`src/rtl/ram_map_pkg.sv`:
```
// Package: shared access classification for the register address mapper.
// Assumes: consumers use the enum only to steer combinational selection.
package ram_map_pkg;

    // Kind of register-file access after decoding the direct offset and pointer.
    typedef enum logic [1:0] {
        ACC_DIRECT   = 2'd0,
        ACC_INDIRECT = 2'd1,
        ACC_SELF     = 2'd2
    } acc_kind_e;

endpackage

```
`src/rtl/ram_map_classify.sv`:
```
// Module: decides whether an access is direct, indirect, or indirect onto
// the virtual register itself.
// Assumes: offset zero in any bank is the virtual register; the pointer's
// low DIR_W bits identify the in-bank offset of the indirect target.
module ram_map_classify
    import ram_map_pkg::*;
#(
    parameter int DIR_W = 7
) (
    input  logic [DIR_W-1:0] dir_addr,
    input  logic [DIR_W-1:0] ptr_low,
    output acc_kind_e        kind
);

    logic virt_hit;
    logic ptr_self;

    assign virt_hit = (dir_addr == '0);
    assign ptr_self = (ptr_low == '0);

    // Pick the access kind from the two zero-offset detections.
    always_comb begin
        if (!virt_hit) begin
            kind = ACC_DIRECT;
        end else if (ptr_self) begin
            kind = ACC_SELF;
        end else begin
            kind = ACC_INDIRECT;
        end
    end

endmodule

```
`src/rtl/ram_map_addr.sv`:
```
// Module: forms the physical register-file address for the selected kind.
// Assumes: BANK_W + DIR_W == PTR_W + 1, so both forms fill the same width.
module ram_map_addr
    import ram_map_pkg::*;
#(
    parameter int DIR_W  = 7,
    parameter int BANK_W = 2,
    parameter int PTR_W  = 8,
    localparam int ADDR_W = BANK_W + DIR_W
) (
    input  acc_kind_e         kind,
    input  logic [DIR_W-1:0]  dir_addr,
    input  logic [BANK_W-1:0] bank_sel,
    input  logic [PTR_W-1:0]  ptr_reg,
    input  logic              ind_bank,
    output logic [ADDR_W-1:0] eff_addr
);

    logic [ADDR_W-1:0] direct_addr;
    logic [ADDR_W-1:0] pointer_addr;

    assign direct_addr  = {bank_sel, dir_addr};
    assign pointer_addr = {ind_bank, ptr_reg};

    // Route the direct or pointer-derived address to the register file.
    always_comb begin
        unique case (kind)
            ACC_DIRECT: eff_addr = direct_addr;
            default:    eff_addr = pointer_addr;
        endcase
    end

endmodule

```
`src/rtl/ram_map_gate.sv`:
```
// Module: gates the read/write enables and returns read data to the core.
// Assumes: a self-referencing access must neither read nor write storage.
module ram_map_gate
    import ram_map_pkg::*;
#(
    parameter int DATA_W = 8
) (
    input  acc_kind_e         kind,
    input  logic              rd_stb,
    input  logic              wr_stb,
    input  logic [DATA_W-1:0] wr_data,
    input  logic [DATA_W-1:0] rf_rdata,
    output logic              rf_rd_en,
    output logic              rf_wr_en,
    output logic [DATA_W-1:0] rf_wdata,
    output logic [DATA_W-1:0] core_rdata
);

    logic allow;

    assign allow    = (kind != ACC_SELF);
    assign rf_wdata = wr_data;

    // Pass strobes through only for accesses that land on real storage.
    always_comb begin
        rf_rd_en = rd_stb && allow;
        rf_wr_en = wr_stb && allow;
    end

    // Return register data on an enabled read, zero otherwise, bit by bit.
    for (genvar b = 0; b < DATA_W; b++) begin : g_rbit
        assign core_rdata[b] = rf_rd_en & rf_rdata[b];
    end

endmodule

```
`src/rtl/regfile_addr_mapper.sv`:
```
// Module: top of the register address mapper. Converts direct and indirect
// register accesses into a physical address plus gated enables.
// Assumes: purely combinational; the register file answers rf_rdata for
// eff_addr within the same cycle.
module regfile_addr_mapper
    import ram_map_pkg::*;
#(
    parameter int DIR_W  = 7,
    parameter int BANK_W = 2,
    parameter int PTR_W  = 8,
    parameter int DATA_W = 8,
    localparam int ADDR_W = BANK_W + DIR_W
) (
    input  logic [DIR_W-1:0]  dir_addr,
    input  logic [BANK_W-1:0] bank_sel,
    input  logic [PTR_W-1:0]  ptr_reg,
    input  logic              ind_bank,
    input  logic              rd_stb,
    input  logic              wr_stb,
    input  logic [DATA_W-1:0] wr_data,
    input  logic [DATA_W-1:0] rf_rdata,
    output logic [ADDR_W-1:0] eff_addr,
    output logic              rf_rd_en,
    output logic              rf_wr_en,
    output logic [DATA_W-1:0] rf_wdata,
    output logic [DATA_W-1:0] core_rdata
);

    // Both address forms must fill the same physical width.
    if (PTR_W + 1 != ADDR_W) begin : g_width_bad
        $error("pointer plus bank bit must match bank plus offset width");
    end

    acc_kind_e kind;

    ram_map_classify #(
        .DIR_W (DIR_W)
    ) u_classify (
        .dir_addr (dir_addr),
        .ptr_low  (ptr_reg[DIR_W-1:0]),
        .kind     (kind)
    );

    ram_map_addr #(
        .DIR_W  (DIR_W),
        .BANK_W (BANK_W),
        .PTR_W  (PTR_W)
    ) u_addr (
        .kind     (kind),
        .dir_addr (dir_addr),
        .bank_sel (bank_sel),
        .ptr_reg  (ptr_reg),
        .ind_bank (ind_bank),
        .eff_addr (eff_addr)
    );

    ram_map_gate #(
        .DATA_W (DATA_W)
    ) u_gate (
        .kind       (kind),
        .rd_stb     (rd_stb),
        .wr_stb     (wr_stb),
        .wr_data    (wr_data),
        .rf_rdata   (rf_rdata),
        .rf_rd_en   (rf_rd_en),
        .rf_wr_en   (rf_wr_en),
        .rf_wdata   (rf_wdata),
        .core_rdata (core_rdata)
    );

endmodule


```
`config.mk`:
```
export PLATFORM = sky130hd
export DESIGN_NAME = regfile_addr_mapper
export DESIGN_NICKNAME = d
export VERILOG_FILES = /design/src/rtl/ram_map_pkg.sv /design/src/rtl/ram_map_classify.sv /design/src/rtl/ram_map_addr.sv /design/src/rtl/ram_map_gate.sv /design/src/rtl/regfile_addr_mapper.sv
export SDC_FILE = /design/constraint.sdc
export NUM_CORES = 1
export LEC_CHECK = 0
export ABC_CLOCK_PERIOD_IN_PS = 4000
export BUFFER_PORTS_ARGS = -buffer_cell sky130_fd_sc_hd__buf_4
export CAP_MARGIN = 20
export CELL_PAD_IN_SITES_DETAIL_PLACEMENT = 0
export CELL_PAD_IN_SITES_GLOBAL_PLACEMENT = 2
export CORE_ASPECT_RATIO = 1.75
export CORE_UTILIZATION = 10
export DETAILED_ROUTE_END_ITERATION = 16
export PLACE_DENSITY = 0.95
export SLEW_MARGIN = 30
export SYNTH_ARGS = -nofsm -noshare
export SYNTH_HDL_FRONTEND = slang
export SYNTH_SLANG_ARGS = --single-unit
export TNS_END_PERCENT = 50
```
`constraint.sdc`:
```
create_clock -name vclk -period 4
set_clock_uncertainty 0.05 [all_clocks]
set_input_delay 0.8 -clock vclk [all_inputs]
set_output_delay 0.8 -clock vclk [all_outputs]
set_load 0.02 [all_outputs]
```
---- Yosys cells after proc, flatten, opt, wreduce, memory -nomap -nowiden ----
Cells that the tools add are included.
word-level totals
  register bits after elaboration ......... 0
  bits of input ports ..................... 36
  output and inout bits ................... 27
  logic and storage cells ................. 17
cells by class
  equality and inequality tests ........... 1
  multiplexer cells ....................... 3
  bitwise gates (word level) .............. 8
  reductions and logical operators ........ 5
operators with widths
  cell                                          number
  7-bit logical NOT                             2
  9-bit 2-to-1 mux                              1
  1-bit bitwise AND                             8
  2-bit 2-to-1 mux                              2
  1-bit logical AND                             2
  2-bit logical NOT                             1
  2-bit inequality test, second input constant  1

---- Longest topological paths before layout ----
Gate-level depths: netlist of the first run.
  word-level depth ........................ 6
  depth in mapped cells ................... 4
  gate-level depth less buffers ........... 3

---- Cells and area by module ----
Synthesis of the first run repeated with hierarchy kept, for this count alone.
unflattened totals
  cells, all modules ...................... 37
  area total of the unflattened synthesis .. 301.5 um^2
by module, submodules not included
  module            times used  cells an instance  area an instance (um^2)  sequential area each (um^2)
  ram_map_gate      1           19                 136.4                    0.0
  ram_map_addr      1           10                 112.6                    0.0
  ram_map_classify  1           8                  52.6                     0.0

---- Worst setup path after synthesis of the first run ----
Ideal clock, no wire load.
  path type ............................... input to output
  start ................................... input dir_addr[3]
  end ..................................... output eff_addr[7]
  arrival time ............................ 1,758 ps
  data required time ...................... 3,150 ps
  setup slack ............................. 1,392 ps
  stages .................................. 4
  path buffers ............................ 1
  path through ............................ nor4_2 and2_1 buf_4 mux2_1
between the ends
  cells in the longest elaborated chain, start to end .. 4
ends and longest elaborated chain
  item               line                       text
  start, declared    regfile_addr_mapper.sv:14  input logic [DIR_W-1:0] dir_addr,
  7-bit logical NOT  ram_map_classify.sv:18     assign virt_hit = (dir_addr == '0);
  2-bit 2-to-1 mux   ram_map_classify.sv:23     if (!virt_hit) begin
  2-bit logical NOT  ram_map_addr.sv:27         unique case (kind)
  9-bit 2-to-1 mux   ram_map_addr.sv:27
  end, declared      regfile_addr_mapper.sv:22  output logic [ADDR_W-1:0] eff_addr,
No other way between the ends.

---- Worst setup path after layout of the first run ----
  start ................................... input dir_addr[3]
  end ..................................... output eff_addr[8]
Same word-level chain as after synthesis.

==> impl_metrics.yaml, run 1 <==
outcome:
  outcome: "finished clean"
sta:
  rsz0062_at_grt: "no"
  fin_crit_sh: 0.736
  tightest_slew_ns: 0.327
  fmax_mhz: 339
  setup_viol: 0
  slew_viol_final: 0
  max_slew_margin: 0.780
  setup_tns_ns: 0
  finalHoldViolations: 0
  layout_min_cycle_time_ns: 2.95
finish:
  nClkBuffers: 0
  layout-drive-gt1-share: 0.667
  nets: 110
  antenna_cells: 0
  layout_common_cells: "buf_4 (47), and3_1 (8), a21o_1 (7)"
  seq_cells: 0
  register_area_um2: 0
  postLayoutCellArea_um2: 563
  final_common_cell: "buf_4"
  area_delta_synth_final_pct: 128
  final_cells: 97
detailed_routing:
  initialDrtViolationCount: 3
  wl_um: 1170
  vias_per_cell: 4.30
  drc: 0
  vias: 417
  dr.pass1.iters: 3
  routedWlPerCell_um: 12.1
  drtAntennaViolNets: 0
place:
  hpwlAfterDp_um: 1090
  dpl.cell_count: 97
  io_buffers: 47
  gp_congestion: 0.668
  dpl_cell_area_um2: 563
pwr:
  p_leak_uw: 0.000338
  vdd_ir_drop_max_uv: 26.9
  powerDensity_nw_per_um2: 112
hold_path:
  min_path_type: "input pin to output port"
synth:
  synth_nets: 70
  postSynthCellCount: 34
  syn_area_per_cell_um2: 7.25
  muxShareOfSynthArea: 0.0914
  synth_area_um2: 246
  synthAdderAreaFrac: 0
  synth_compound_area_frac: 0.213
  synth_warnings: 0
  synthDistinctLibCells: 9
  synth-simple-area-share: 0.421
  seq_area_frac_synth: 0
  synth_top_family_by_area: "simple AND/OR/NAND/NOR gates"
  synth_xor_area_frac: 0
floorplan:
  die_y_um: 67.7
  core_um2: 2300
  ioPinCount: 63
  core.rowCount: 23
  initial_core_util: 0.107
  dieArea_um2: 2680
  die_x_um: 39.5
clock_network:
  cts.repair.resized: 0
  ctsHoldBuffers: 0
  postCtsSetupRepairBufs: 0
worst_setup_path:
  startpoint_type: "input pin"
  cp_max_fo: 9
  crit_type: "input pin to output port"
  cp-end-kind: "output port"
  crit_required_ns: 3.15
  crit_arrival_ns: 2.10
global_routing:
  grt_pass1_vias: 376
  antenna_found_initial: 0
  grt-ovfl-total: 0
  grt_max_degree: 11
  grt_pass1_wl_um: 1470
  grtUsageTotal: 0.0795
flow_run:
  maxCapViolCount: 0
-- path summary, 6_finish.rpt --
kind | to | slack, ns | depth (start not counted) | start
setup / recovery | eff_addr[8] | 1.05 | 5 | dir_addr[3]
hold / removal | rf_wdata[0] | 1.55 | 0 | wr_data[0]
-- final cells by class --
type | count | area, um^2
fill | 260 | 1740
multi-input combinational | 25 | 179
timing repair buffer | 47 | 353
tap | 25 | 31.3
-- critical path, cell delays in order --
cell and delay (ns):
buf_4 0.12, nor4_2 0.30, and2_1 0.36, mux2_1 0.36
buf_4 0.16
-- through the flow --
stage | util | worst slack [ns] | hold WS [ns] | total power [uW]
floorplan | - | 1.39 | 1.66 | 34.2
global placement | 0.245 | 1.03 | 1.55 | 63.2
detailed placement | 0.245 | 1.02 | 1.55 | 63.3
CTS | 0.245 | 1.02 | 1.55 | 63.4
global route | 0.245 | 0.949 | 1.55 | 66.6
finish | 0.245 | 1.05 | 1.55 | 62.9
-- cells in the mapped netlist --
cell type	count	area share
nor3_1	2	0.041
nor4_2	1	0.051
a21o_1	7	0.21
and3_1	8	0.20
nor4_1	1	0.025
and2_1	3	0.076
buf_4	9	0.27
nand4_1	1	0.025
mux2_1	2	0.091
-- cell families (layout without fill, tap and decap cells) --
group / Yosys count / after routing
simple gates: 16 / 16
buf+inv: 9 / 47
compound gates: 7 / 7
mux: 2 / 2
-- report_power, final --
part	internal [uW]	switching, uW	total [uW]
Combinational	35.4	27.5	62.9
Clock	0	0	0
Sequential	0	0	0
Total	35.4	27.5	62.9
-- routing by layer --
metal  GRT usage  up-vias  part of all wire
met3      0.0132        0              0.20
li1            -      194                 -
met2       0.219       47              0.60
met4     0.00431        0                 0
met5           0        -                 0
met1      0.0256      176              0.20
(Power assumes the default switching activity.)
==> run 2: changes to the inputs <==
ABC_CLOCK_PERIOD_IN_PS = 2650   (was 4000)
clock period = 2.65 ns   (was 4 ns; I/O delays follow)
==> run 2 against run 1 <==
  * Setup slack got worse by 0.85 ns
  * Non-clock buffer count increased by 1
  * Clock-buffer cell count unchanged
  * Critical path depth unchanged
  * Global-route usage increased by 0.51 points
  * First-iteration DRC count increased by 67%
  * Core utilization increased by 0.33 points
  * Combinational power increased by 51%
  * Die area unchanged
  * Sequential share of layout area unchanged
  * Critical path type unchanged
  * Critical endpoint is now core_rdata[5]
  * Largest power group unchanged
==> impl_metrics.yaml, run 2 (synthesis results as in run 1) <==
outcome:
  outcome: "finished clean"
sta:
  max_slew_margin: 0.752
  fin_crit_sh: 0.922
  fmax_mhz: 409
  rsz0062_at_grt: "no"
  slew_viol_final: 0
  holdWs_ns: 1.01
  setup_tns_ns: 0
  finalHoldViolations: 0
  setup_viol: 0
  tightest_slew_ns: 0.368
  layout_min_cycle_time_ns: 2.44
worst_setup_path:
  crit_type: "input pin to output port"
  crit_required_ns: 2.07
  startpoint_type: "input pin"
  crit_arrival_ns: 1.86
  cp-end-kind: "output port"
  cp_max_fo: 10
finish:
  register_area_um2: 0
  area_delta_synth_final_pct: 131
  final_common_cell: "buf_4"
  layout_common_cells: "buf_4 (48), and3_1 (8), a21o_1 (7)"
  layout-drive-gt1-share: 0.671
  nets: 111
  seq_cells: 0
  nClkBuffers: 0
  fin_util: 0.248
  antenna_cells: 0
detailed_routing:
  drtAntennaViolNets: 0
  routedWlPerCell_um: 12.6
  wl_um: 1240
  drc: 0
  dr.pass1.iters: 2
  initialDrtViolationCount: 5
  vias: 428
  vias_per_cell: 4.37
pwr:
  vdd_ir_drop_max_uv: 36.5
  powerDensity_nw_per_um2: 167
  p_leak_uw: 0.000344
global_routing:
  grt-ovfl-total: 0
  grt_pass1_vias: 424
  grt_max_degree: 11
  grtUsageTotal: 0.0846
  antenna_found_initial: 0
  grt_pass1_wl_um: 1590
floorplan:
  core.rowCount: 23
  dieArea_um2: 2680
  die_y_um: 67.7
  initial_core_util: 0.107
  ioPinCount: 63
  core_um2: 2300
  die_x_um: 39.5
place:
  io_buffers: 47
  gp_congestion: 0.668
hold_path:
  min_path_type: "input pin to output port"
clock_network:
  cts.repair.resized: 0
  postCtsSetupRepairBufs: 0
  ctsHoldBuffers: 0
flow_run:
  maxCapViolCount: 0
-- run 2: changes by cell type in the layout (fill, tap and decap cells not counted), sizes merged --
cell	previous run	this run
buf	47	48
-- run 2: through the flow --
stage	setup slack, ns	cell area [um^2]	power, uW	std cells
4_1_cts	0.180	571	95.9	98
3_3_place_gp	0.190	571	95.6	98
2_1_floorplan	0.582	246	51.6	34
5_1_grt	0.107	571	101	98
6_report	0.207	571	95.2	98
3_5_place_dp	0.186	571	95.7	98
-- run 2: path summary, 6_finish.rpt --
kind | depth (start not counted) | start | end | slack, ns
min | 0 | wr_data[0] | rf_wdata[0] | 1.01
max | 5 | ptr_reg[5] | core_rdata[5] | 0.21
-- run 2: final cells by class --
type	count	area, um^2
Fill cell	264	1730
Multi-Input combinational cell	25	179
Tap cell	25	31.3
Timing Repair Buffer	48	360
-- run 2: power by group --
part	internal, uW	switching, uW	total, uW	leakage (uW)
Sequential	0	0	0	0
Combinational	53.5	41.7	95.2	0.000344
Clock	0	0	0	0
-- run 2: worst max-delay path, stage by stage --
cell and delay (ns):
buf_4 0.11, nor4_1 0.38, nand4_1 0.35, and3_1 0.33, buf_4 0.16
-- run 2: layer usage --
metal / up-vias / wire, um / track usage / part of all wire
met5: - / 0 / 0 / 0
met4: 0 / 0 / 0.00431 / 0
met3: 0 / 241 / 0.00987 / 0.19
met2: 47 / 748 / 0.236 / 0.60
met1: 184 / 249 / 0.0276 / 0.20
li1: 197 / - / - / -
